==> src/rtl/ppm_pkg.sv <==
package ppm_pkg;
    typedef enum logic [1:0] {
        DM_HUNT = 2'd0,
        DM_GAP1 = 2'd1,
        DM_GAP2 = 2'd2
    } dm_state_t;

    typedef enum logic {
        UL_IDLE  = 1'b0,
        UL_SHORT = 1'b1
    } ul_state_t;
endpackage

==> src/rtl/ppm_edge.sv <==
module ppm_edge #(
    parameter int SYNC = 2
) (
    input  logic clk,
    input  logic rst_n,
    input  logic level_in,
    output logic rise
);
    logic [SYNC:0] pipe;

    always_ff @(posedge clk or negedge rst_n) begin
        if (!rst_n) pipe <= '0;
        else        pipe <= {pipe[SYNC-1:0], level_in};
    end

    assign rise = pipe[SYNC-1] & ~pipe[SYNC];


    one_edge_chk: assert property (@(posedge clk) disable iff (!rst_n)
        rise |=> !rise);
endmodule

==> src/rtl/ppm_demod.sv <==
module ppm_demod
    import ppm_pkg::*;
#(
    parameter int MAX_IVL = 20,
    localparam int TMO    = 2 * MAX_IVL,
    localparam int CW     = $clog2(TMO + 2)
) (
    input  logic clk,
    input  logic rst_n,
    input  logic edge_in,
    output logic bit_out,
    output logic valid_out
);
    dm_state_t st;
    logic [CW-1:0] cnt;
    logic [CW-1:0] first_ivl;
    logic          expired;

    assign expired = (cnt >= CW'(TMO));

    always_ff @(posedge clk or negedge rst_n) begin
        if (!rst_n) begin
            st <= DM_HUNT;
        end else begin
            unique case (st)
                DM_HUNT: if (edge_in) st <= DM_GAP1;
                DM_GAP1: begin
                    if (edge_in)      st <= DM_GAP2;
                    else if (expired) st <= DM_HUNT;
                end
                DM_GAP2: begin
                    if (edge_in)      st <= DM_HUNT;
                    else if (expired) st <= DM_HUNT;
                end
                default: st <= DM_HUNT;
            endcase
        end
    end

    always_ff @(posedge clk or negedge rst_n) begin
        if (!rst_n) begin
            cnt       <= '0;
            first_ivl <= '0;
        end else begin
            if (st == DM_HUNT || edge_in) cnt <= CW'(1);
            else                          cnt <= cnt + CW'(1);
            if (st == DM_GAP1 && edge_in) first_ivl <= cnt;
        end
    end

    always_ff @(posedge clk or negedge rst_n) begin
        if (!rst_n) begin
            valid_out <= 1'b0;
            bit_out   <= 1'b0;
        end else begin
            valid_out <= (st == DM_GAP2) && edge_in;
            if (st == DM_GAP2 && edge_in) bit_out <= (first_ivl > cnt);
        end
    end


    cnt_cap_chk: assert property (@(posedge clk) disable iff (!rst_n)
        (st != DM_HUNT) |-> (cnt <= CW'(TMO)));

    valid_pulse_chk: assert property (@(posedge clk) disable iff (!rst_n)
        valid_out |=> !valid_out);

    bit_hold_chk: assert property (@(posedge clk) disable iff (!rst_n)
        !valid_out |-> $stable(bit_out));
endmodule

==> src/rtl/ppm_ul_short.sv <==
module ppm_ul_short
    import ppm_pkg::*;
#(
    parameter int LW = 8
) (
    input  logic          clk,
    input  logic          rst_n,
    input  logic          slot,
    input  logic          bit_in,
    input  logic [LW-1:0] len,
    output logic          short_out
);
    ul_state_t     st;
    logic [LW-1:0] left;
    logic          fire;

    assign fire = slot && bit_in && (len != '0);

    always_ff @(posedge clk or negedge rst_n) begin
        if (!rst_n) begin
            st   <= UL_IDLE;
            left <= '0;
        end else begin
            unique case (st)
                UL_IDLE: begin
                    if (fire) begin
                        st   <= UL_SHORT;
                        left <= len - LW'(1);
                    end
                end
                UL_SHORT: begin
                    if (fire) begin
                        left <= len - LW'(1);
                    end else if (slot || left == '0) begin
                        st <= UL_IDLE;
                    end else begin
                        left <= left - LW'(1);
                    end
                end
                default: st <= UL_IDLE;
            endcase
        end
    end

    always_comb short_out = (st == UL_SHORT);


    short_start_chk: assert property (@(posedge clk) disable iff (!rst_n)
        $rose(short_out) |-> $past(slot && bit_in));

    zero_len_chk: assert property (@(posedge clk) disable iff (!rst_n)
        (slot && bit_in && len == '0) |=> !short_out);

    short_end_chk: assert property (@(posedge clk) disable iff (!rst_n)
        $fell(short_out) |-> ($past(slot) || $past(left == '0)));
endmodule

==> src/rtl/ppm_link_top.sv <==
module ppm_link_top #(
    parameter int MAX_IVL = 20,
    parameter int LW      = 8
) (
    input  logic          clk,
    input  logic          rst_n,
    input  logic          rx_env,
    output logic          rx_bit,
    output logic          rx_valid,
    input  logic          tx_slot,
    input  logic          tx_bit,
    input  logic [LW-1:0] short_len,
    output logic          tx_short
);
    logic rx_rise;

    ppm_edge #(.SYNC(2)) u_edge (
        .clk      (clk),
        .rst_n    (rst_n),
        .level_in (rx_env),
        .rise     (rx_rise)
    );

    ppm_demod #(.MAX_IVL(MAX_IVL)) u_demod (
        .clk       (clk),
        .rst_n     (rst_n),
        .edge_in   (rx_rise),
        .bit_out   (rx_bit),
        .valid_out (rx_valid)
    );

    ppm_ul_short #(.LW(LW)) u_ul (
        .clk       (clk),
        .rst_n     (rst_n),
        .slot      (tx_slot),
        .bit_in    (tx_bit),
        .len       (short_len),
        .short_out (tx_short)
    );
endmodule

==> config.mk <==
export PLATFORM = sky130hd
export DESIGN_NAME = ppm_link_top
export DESIGN_NICKNAME = d
export VERILOG_FILES = /design/src/rtl/ppm_pkg.sv /design/src/rtl/ppm_edge.sv /design/src/rtl/ppm_demod.sv /design/src/rtl/ppm_ul_short.sv /design/src/rtl/ppm_link_top.sv
export SDC_FILE = /design/constraint.sdc
export NUM_CORES = 1
export LEC_CHECK = 0
export ABC_AREA = 1
export ABC_CLOCK_PERIOD_IN_PS = 3100
export CORE_MARGIN = 2
export CORE_UTILIZATION = 50
export DETAILED_ROUTE_END_ITERATION = 7
export PLACE_DENSITY_LB_ADDON = 0.12
export SKIP_CTS_REPAIR_TIMING = 1
export SLEW_MARGIN = 20
export SYNTH_ARGS = -nofsm -noshare
export SYNTH_HDL_FRONTEND = slang
export SYNTH_SLANG_ARGS = --single-unit
export TNS_END_PERCENT = 5
==> constraint.sdc <==
create_clock -name clk -period 3.1 [get_ports clk]
set_clock_uncertainty 0.2 [all_clocks]
set_input_delay 0.62 -clock clk [delete_from_list [all_inputs] [get_ports clk]]
set_output_delay 0.62 -clock clk [all_outputs]
set_load 0.01 [all_outputs]
After elaboration in Yosys (flattened, before gate mapping)
Index checks and enable logic that the tools add are counted.
{"block": "classes", "addsub": 3, "magnitude_cmp": 2, "n_eq_ne": 5, "muxes": 14, "n_bitwise": 3, "reduce_logical": 10}
{"operator": "two-way mux 8 bit", "count": 3}
{"operator": "case mux 8 bit (2 select lines)", "count": 1}
{"operator": "subtractor 8 x 1 -> 8 bit (second input constant)", "count": 2}
{"operator": "zero test 8 bit", "count": 1}
{"operator": "two-way mux 2 bit", "count": 4}
{"operator": "nonzero test 8 bit", "count": 1}
{"operator": "adder 6 x 1 -> 6 bit (second input constant)", "count": 1}
{"operator": ">= comparator 6 bit (second input constant)", "count": 1}
{"operator": "greater-than comparator 6 bit", "count": 1}
{"operator": "two-way mux 6 bit", "count": 1}
{"operator": "case mux 2 bit (3 select lines)", "count": 1}
{"operator": "logical AND 1 bit", "count": 4}
{"operator": "!= test 2 x 1 -> 1 bit (second input constant)", "count": 2}
{"operator": "two-way mux 1 bit", "count": 3}
{"operator": "!= test 3 bit (second input constant)", "count": 1}
{"operator": "equality test 2 x 1 -> 1 bit (second input constant)", "count": 1}
{"operator": "equality test 2 bit (second input constant)", "count": 1}
{"operator": "zero test 2 bit", "count": 1}
{"operator": "logical OR 1 bit", "count": 2}
{"operator": "inverter 1 bit", "count": 2}
{"operator": "case mux 1 bit (2 select lines)", "count": 1}
{"operator": "AND reduction 2 bit", "count": 1}
{"operator": "AND 1 bit", "count": 1}
{"block": "totals", "reg_bits": 28, "inputBits": 13, "output_inout_bits": 3, "elab_cells": 45}

Longest topological paths before layout
{"block": "depth", "word_depth": 5, "ltp_mapped": 10, "ltp_nobuf": 10}

Hierarchy
From an unflattened synthesis, not the netlist that was laid out.
{"block": "hier_totals", "cells_unflattened": 224, "hier_area_um2": 1716.6}
{"mod": "ppm_demod", "instances": 1, "cells_each": 95, "area_per_inst_um2": 824.5, "seq_area_each_um2": 400.4}
{"mod": "ppm_ul_short", "instances": 1, "cells_each": 124, "area_per_inst_um2": 807.0, "seq_area_each_um2": 225.2}
{"mod": "ppm_edge", "instances": 1, "cells_each": 5, "area_per_inst_um2": 85.1, "seq_area_each_um2": 75.1}

Worst setup path after synthesis
Ideal clock, no wire load.
{"block": "synth_path", "path_type": "input to register", "start": "input port short_len[0]", "end": "register u_ul.left[4]", "setup_time_ns": 0.117, "t_arrival_ns": 1.440, "required_time_ns": 2.783, "path_slack_ns": 1.342, "cell_stages": 8, "path_buffers": 1, "path_cell_list": "inv_1 ha_1 nand2_1 o21bai_4 buf_6 nand2_4 nand3_1 nand2_1"}
{"block": "synth_between", "elab_chain_cells": 4, "elab_cells_between_ends": 9, "classes_between": "add/sub: 1; eq/ne: 2; mux: 3; reduce/logical: 3"}
{"element": "start, declared", "line": "ppm_link_top.sv:12", "rtl": "input logic [LW-1:0] short_len,"}
{"element": "branches (longest 4 deep; another with subtractor 8 x 1 -> 8 bit)"}
{"element": "end signal, assigned", "line": "ppm_ul_short.sv:28", "rtl": "left <= len - LW'(1);"}
{"element": "end signal, assigned", "line": "ppm_ul_short.sv:33", "rtl": "left <= len - LW'(1);"}
{"element": "end signal, assigned", "line": "ppm_ul_short.sv:37", "rtl": "left <= left - LW'(1);"}
{"element": "end, declared", "line": "ppm_ul_short.sv:14", "rtl": "logic [LW-1:0] left;"}
Several ways; the timed one is not identified. The select of a mux whose other input is x is not followed.
A chain may end at the register's enable or synchronous reset.

Final worst setup path
{"block": "layout_path", "start": "register u_ul.st, in the netlist u_ul.short_out", "end": "output port tx_short"}
{"element": "start, declared", "line": "ppm_ul_short.sv:13", "rtl": "ul_state_t st;"}
{"element": "start signal, assigned", "line": "ppm_ul_short.sv:21", "rtl": "st <= UL_IDLE;"}
{"element": "start signal, assigned", "line": "ppm_ul_short.sv:27", "rtl": "st <= UL_SHORT;"}
{"element": "start signal, assigned", "line": "ppm_ul_short.sv:35", "rtl": "st <= UL_IDLE;"}
{"element": "end, declared", "line": "ppm_link_top.sv:13", "rtl": "output logic tx_short"}
No word-level cell between the ends.

==> reports/qor.yml <==
root_buffer: "clkbuf_4"
end_kind: "primary output"
synth-edff-count: 0
drc_errors: 0
hpwl_um: 2440
hold_viol: 0
p_leak_nw: 0.983
slew_viol_final: 0
synthArstFlopShare_pct: 100
grt_pass1_wl_um: 5490
syn_area_per_cell_um2: 7.77
yosysTopAreaCellShare_pct: 40.6
cpMaxStageDelayCell: "clkdlybuf4s50_1"
ys_seq_area_share_pct: 40.6
cts.sinks: 28
setup_viol_count_final: 0
clk_latency_ns: 0.33
coreArea_um2: 3340
rsz0062_at_grt: "false"
syn_inst: 222
r2r_slack_ns: 1.43
layout-drive-gt1-share_pct: 7.08
antenna_found_initial: 0
grt.overflow.total: 0
yosys-top-cells-count: "61 x nand2_1, 30 x inv_1, 28 x dfrtp_1"
vias: 1393
power_density_nw_per_um2: 574
slowest_delay_ns: 0.56
cts_tree: "built"
start_util_pct: 51.7
rr_startpoint: "u_ul.left[0]$_DFFE_PN0P_"
netlist_area_um2: 1720
fmax_mhz: 469
synth_flop_cell: "dfrtp_1"
ios: 16
crit_chain: "clkdlybuf4s50_1"
finish.utilization_pct: 58.7
std_cell_rows: 21
wirelength_um: 3120
cap_violations: 0
startpoint: "u_ul.short_out$_DFF_PN0_"
routabilityCongestion: 0.819
vdd_drop_max_uv: 337
firstDrtPassIters: 4
yosys.cell_types.count: 24
hold_start: "u_edge.pipe[0]$_DFF_PN0_"
grt_max_degree: 29
track_usage_pct: 17.0
cpLargestDelayFamily: "buffers and inverters"
start_kind: "flip-flop"
numCtsBuffers: 3
arrival_ns: 1.31
worstSetupPathType: "flip-flop to primary output"
synth-seq-cells: 28
ant_nets: 0
synth_nets: 247
worstPathRequired_ns: 2.28
netlist_top_cells_area: "dfrtp_1 41%, nand2_1 13%, ha_1 8.7%, inv_1 6.5%, nand3_1 6.4%"
routed_via_density: 4.87
yosysTopAreaCell: "dfrtp_1"
slew_headroom_pct: 70.4
wl_per_cell_um: 10.9
clkTransAtPathRegs_ns: 0.13
dieWidth_um: 62.7
postPlaceCellArea_um2: 1920
postLayoutCellArea_um2: 1960
outcome: "finished clean"
crit_fanout: 4
drt-initial-drc-count: 69
portBuffers: 15
yosysMostFrequentCell: "nand2_1"
fin_nets: 266
area_growth_pct: 13.6
ctsHtreeMaxLevel: 1
finalCriticalPeriod_ns: 2.13
cts_max_path_buffers: 2
yosysWarnings: 0
dieArea_um2: 3930
die_h_um: 62.7
fillers: 318
worst_slew_pin_slew_ns: 0.442
hp-class: "flip-flop to flip-flop"
min_period_over_period_pct: 68.8
finalSetupTns_ns: 0
crit_buf_inv: 1
antenna_cells: 0
grt_pass1_vias: 1233
## cell families (layout without fill, tap and decap cells)
| family | count (synthesis) | in the layout | synth area share, % |
|---|---|---|---|
| adders and majority gates | 12 | 12 | 8.71 |
| xor gates and xnor gates | 6 | 6 | 3.05 |
| DFF | 28 | 28 | 40.6 |
| AOI/OAI and AO/OA | 24 | 24 | 9.00 |
| and+or+nand+nor | 120 | 120 | 31.1 |
| buffers and inverters | 32 | 50 | 7.47 |
## final cells by class
cell class                      instances  area [um2]  area share [%]
Sequential cell                        28         701            35.8
Timing Repair Buffer                   16         158            8.05
Inverter                               30         113            5.75
Clock buffer                            4        36.3            1.85
Multi-Input combinational cell        162         895            45.7
Tap cell                               46        57.6            2.94
## sequential cells by signal, indices dropped and copies added, names as in the netlist
signal and flops:
u_ul.left 8, u_demod.cnt 6, u_demod.first_ivl 6, u_edge.pipe 3, u_demod.st 2, u_demod.bit_out 1, u_demod.valid_out 1, u_ul.short_out 1
## routing by layer
metal / up-vias / global-route usage [%] / part of all wire, %
met5: - / 0 / 0
met4: 0 / 1.67 / 0.35
met3: 2 / 3.78 / 3.9
met2: 27 / 25.5 / 42
met1: 619 / 26.0 / 54
li1: 745 / - / -
## stage by stage
step / power [mW] / cells / hold slack (ns) / worst slack (ns)
2_1_floorplan: 0.834 / 222 / 0.124 / 1.34
3_3_place_gp: 0.951 / 282 / 0.135 / 0.651
3_5_place_dp: 0.960 / 282 / 0.139 / 0.617
4_1_cts: 1.14 / 286 / 0.171 / 0.939
5_1_grt: 1.24 / 286 / 0.186 / 0.835
6_report: 1.12 / 286 / 0.166 / 0.966
## worst reg2reg max path, stage by stage, from the launching register on
cell and delay (ns):
dfrtp_1 0.41, inv_1 0.11, ha_1 0.18, nand2_2 0.07, o21ai_4 0.29, nand2_4 0.14, nand3_1 0.11, nand2_1 0.06
## report_power, final
group          internal [mW]  switching (mW)  total [mW]
clock network         0.0719           0.101       0.173
registers              0.448          0.0779       0.526
logic                  0.181           0.244       0.425
total                  0.701           0.423        1.12
## layout by cell type (no fill, tap or decap), types with 4 or more instances in the layout
| master | instances |
|---|---|
| nand2_1 | 61 |
| inv_1 | 30 |
| dfrtp_1 | 28 |
| nor2_1 | 22 |
| nand3_1 | 22 |
| clkdlybuf4s50_1 | 15 |
| o21ai_0 | 12 |
| ha_1 | 12 |
| a21oi_1 | 6 |
| nand4_1 | 4 |
| xor2_1 | 4 |
## worst paths after layout
kind | end | depth (start not counted)
min | u_edge.pipe[1]$_DFF_PN0_ | 0
min in group asynchronous | u_ul.left[7]$_DFFE_PN0P_ | 2
max | tx_short | 1
max in group asynchronous | u_ul.short_out$_DFF_PN0_ | 2
max reg2reg | u_ul.left[0]$_DFFE_PN0P_ | 7
min reg2reg | u_edge.pipe[1]$_DFF_PN0_ | 0
Power figures use the tool's default switching activity.
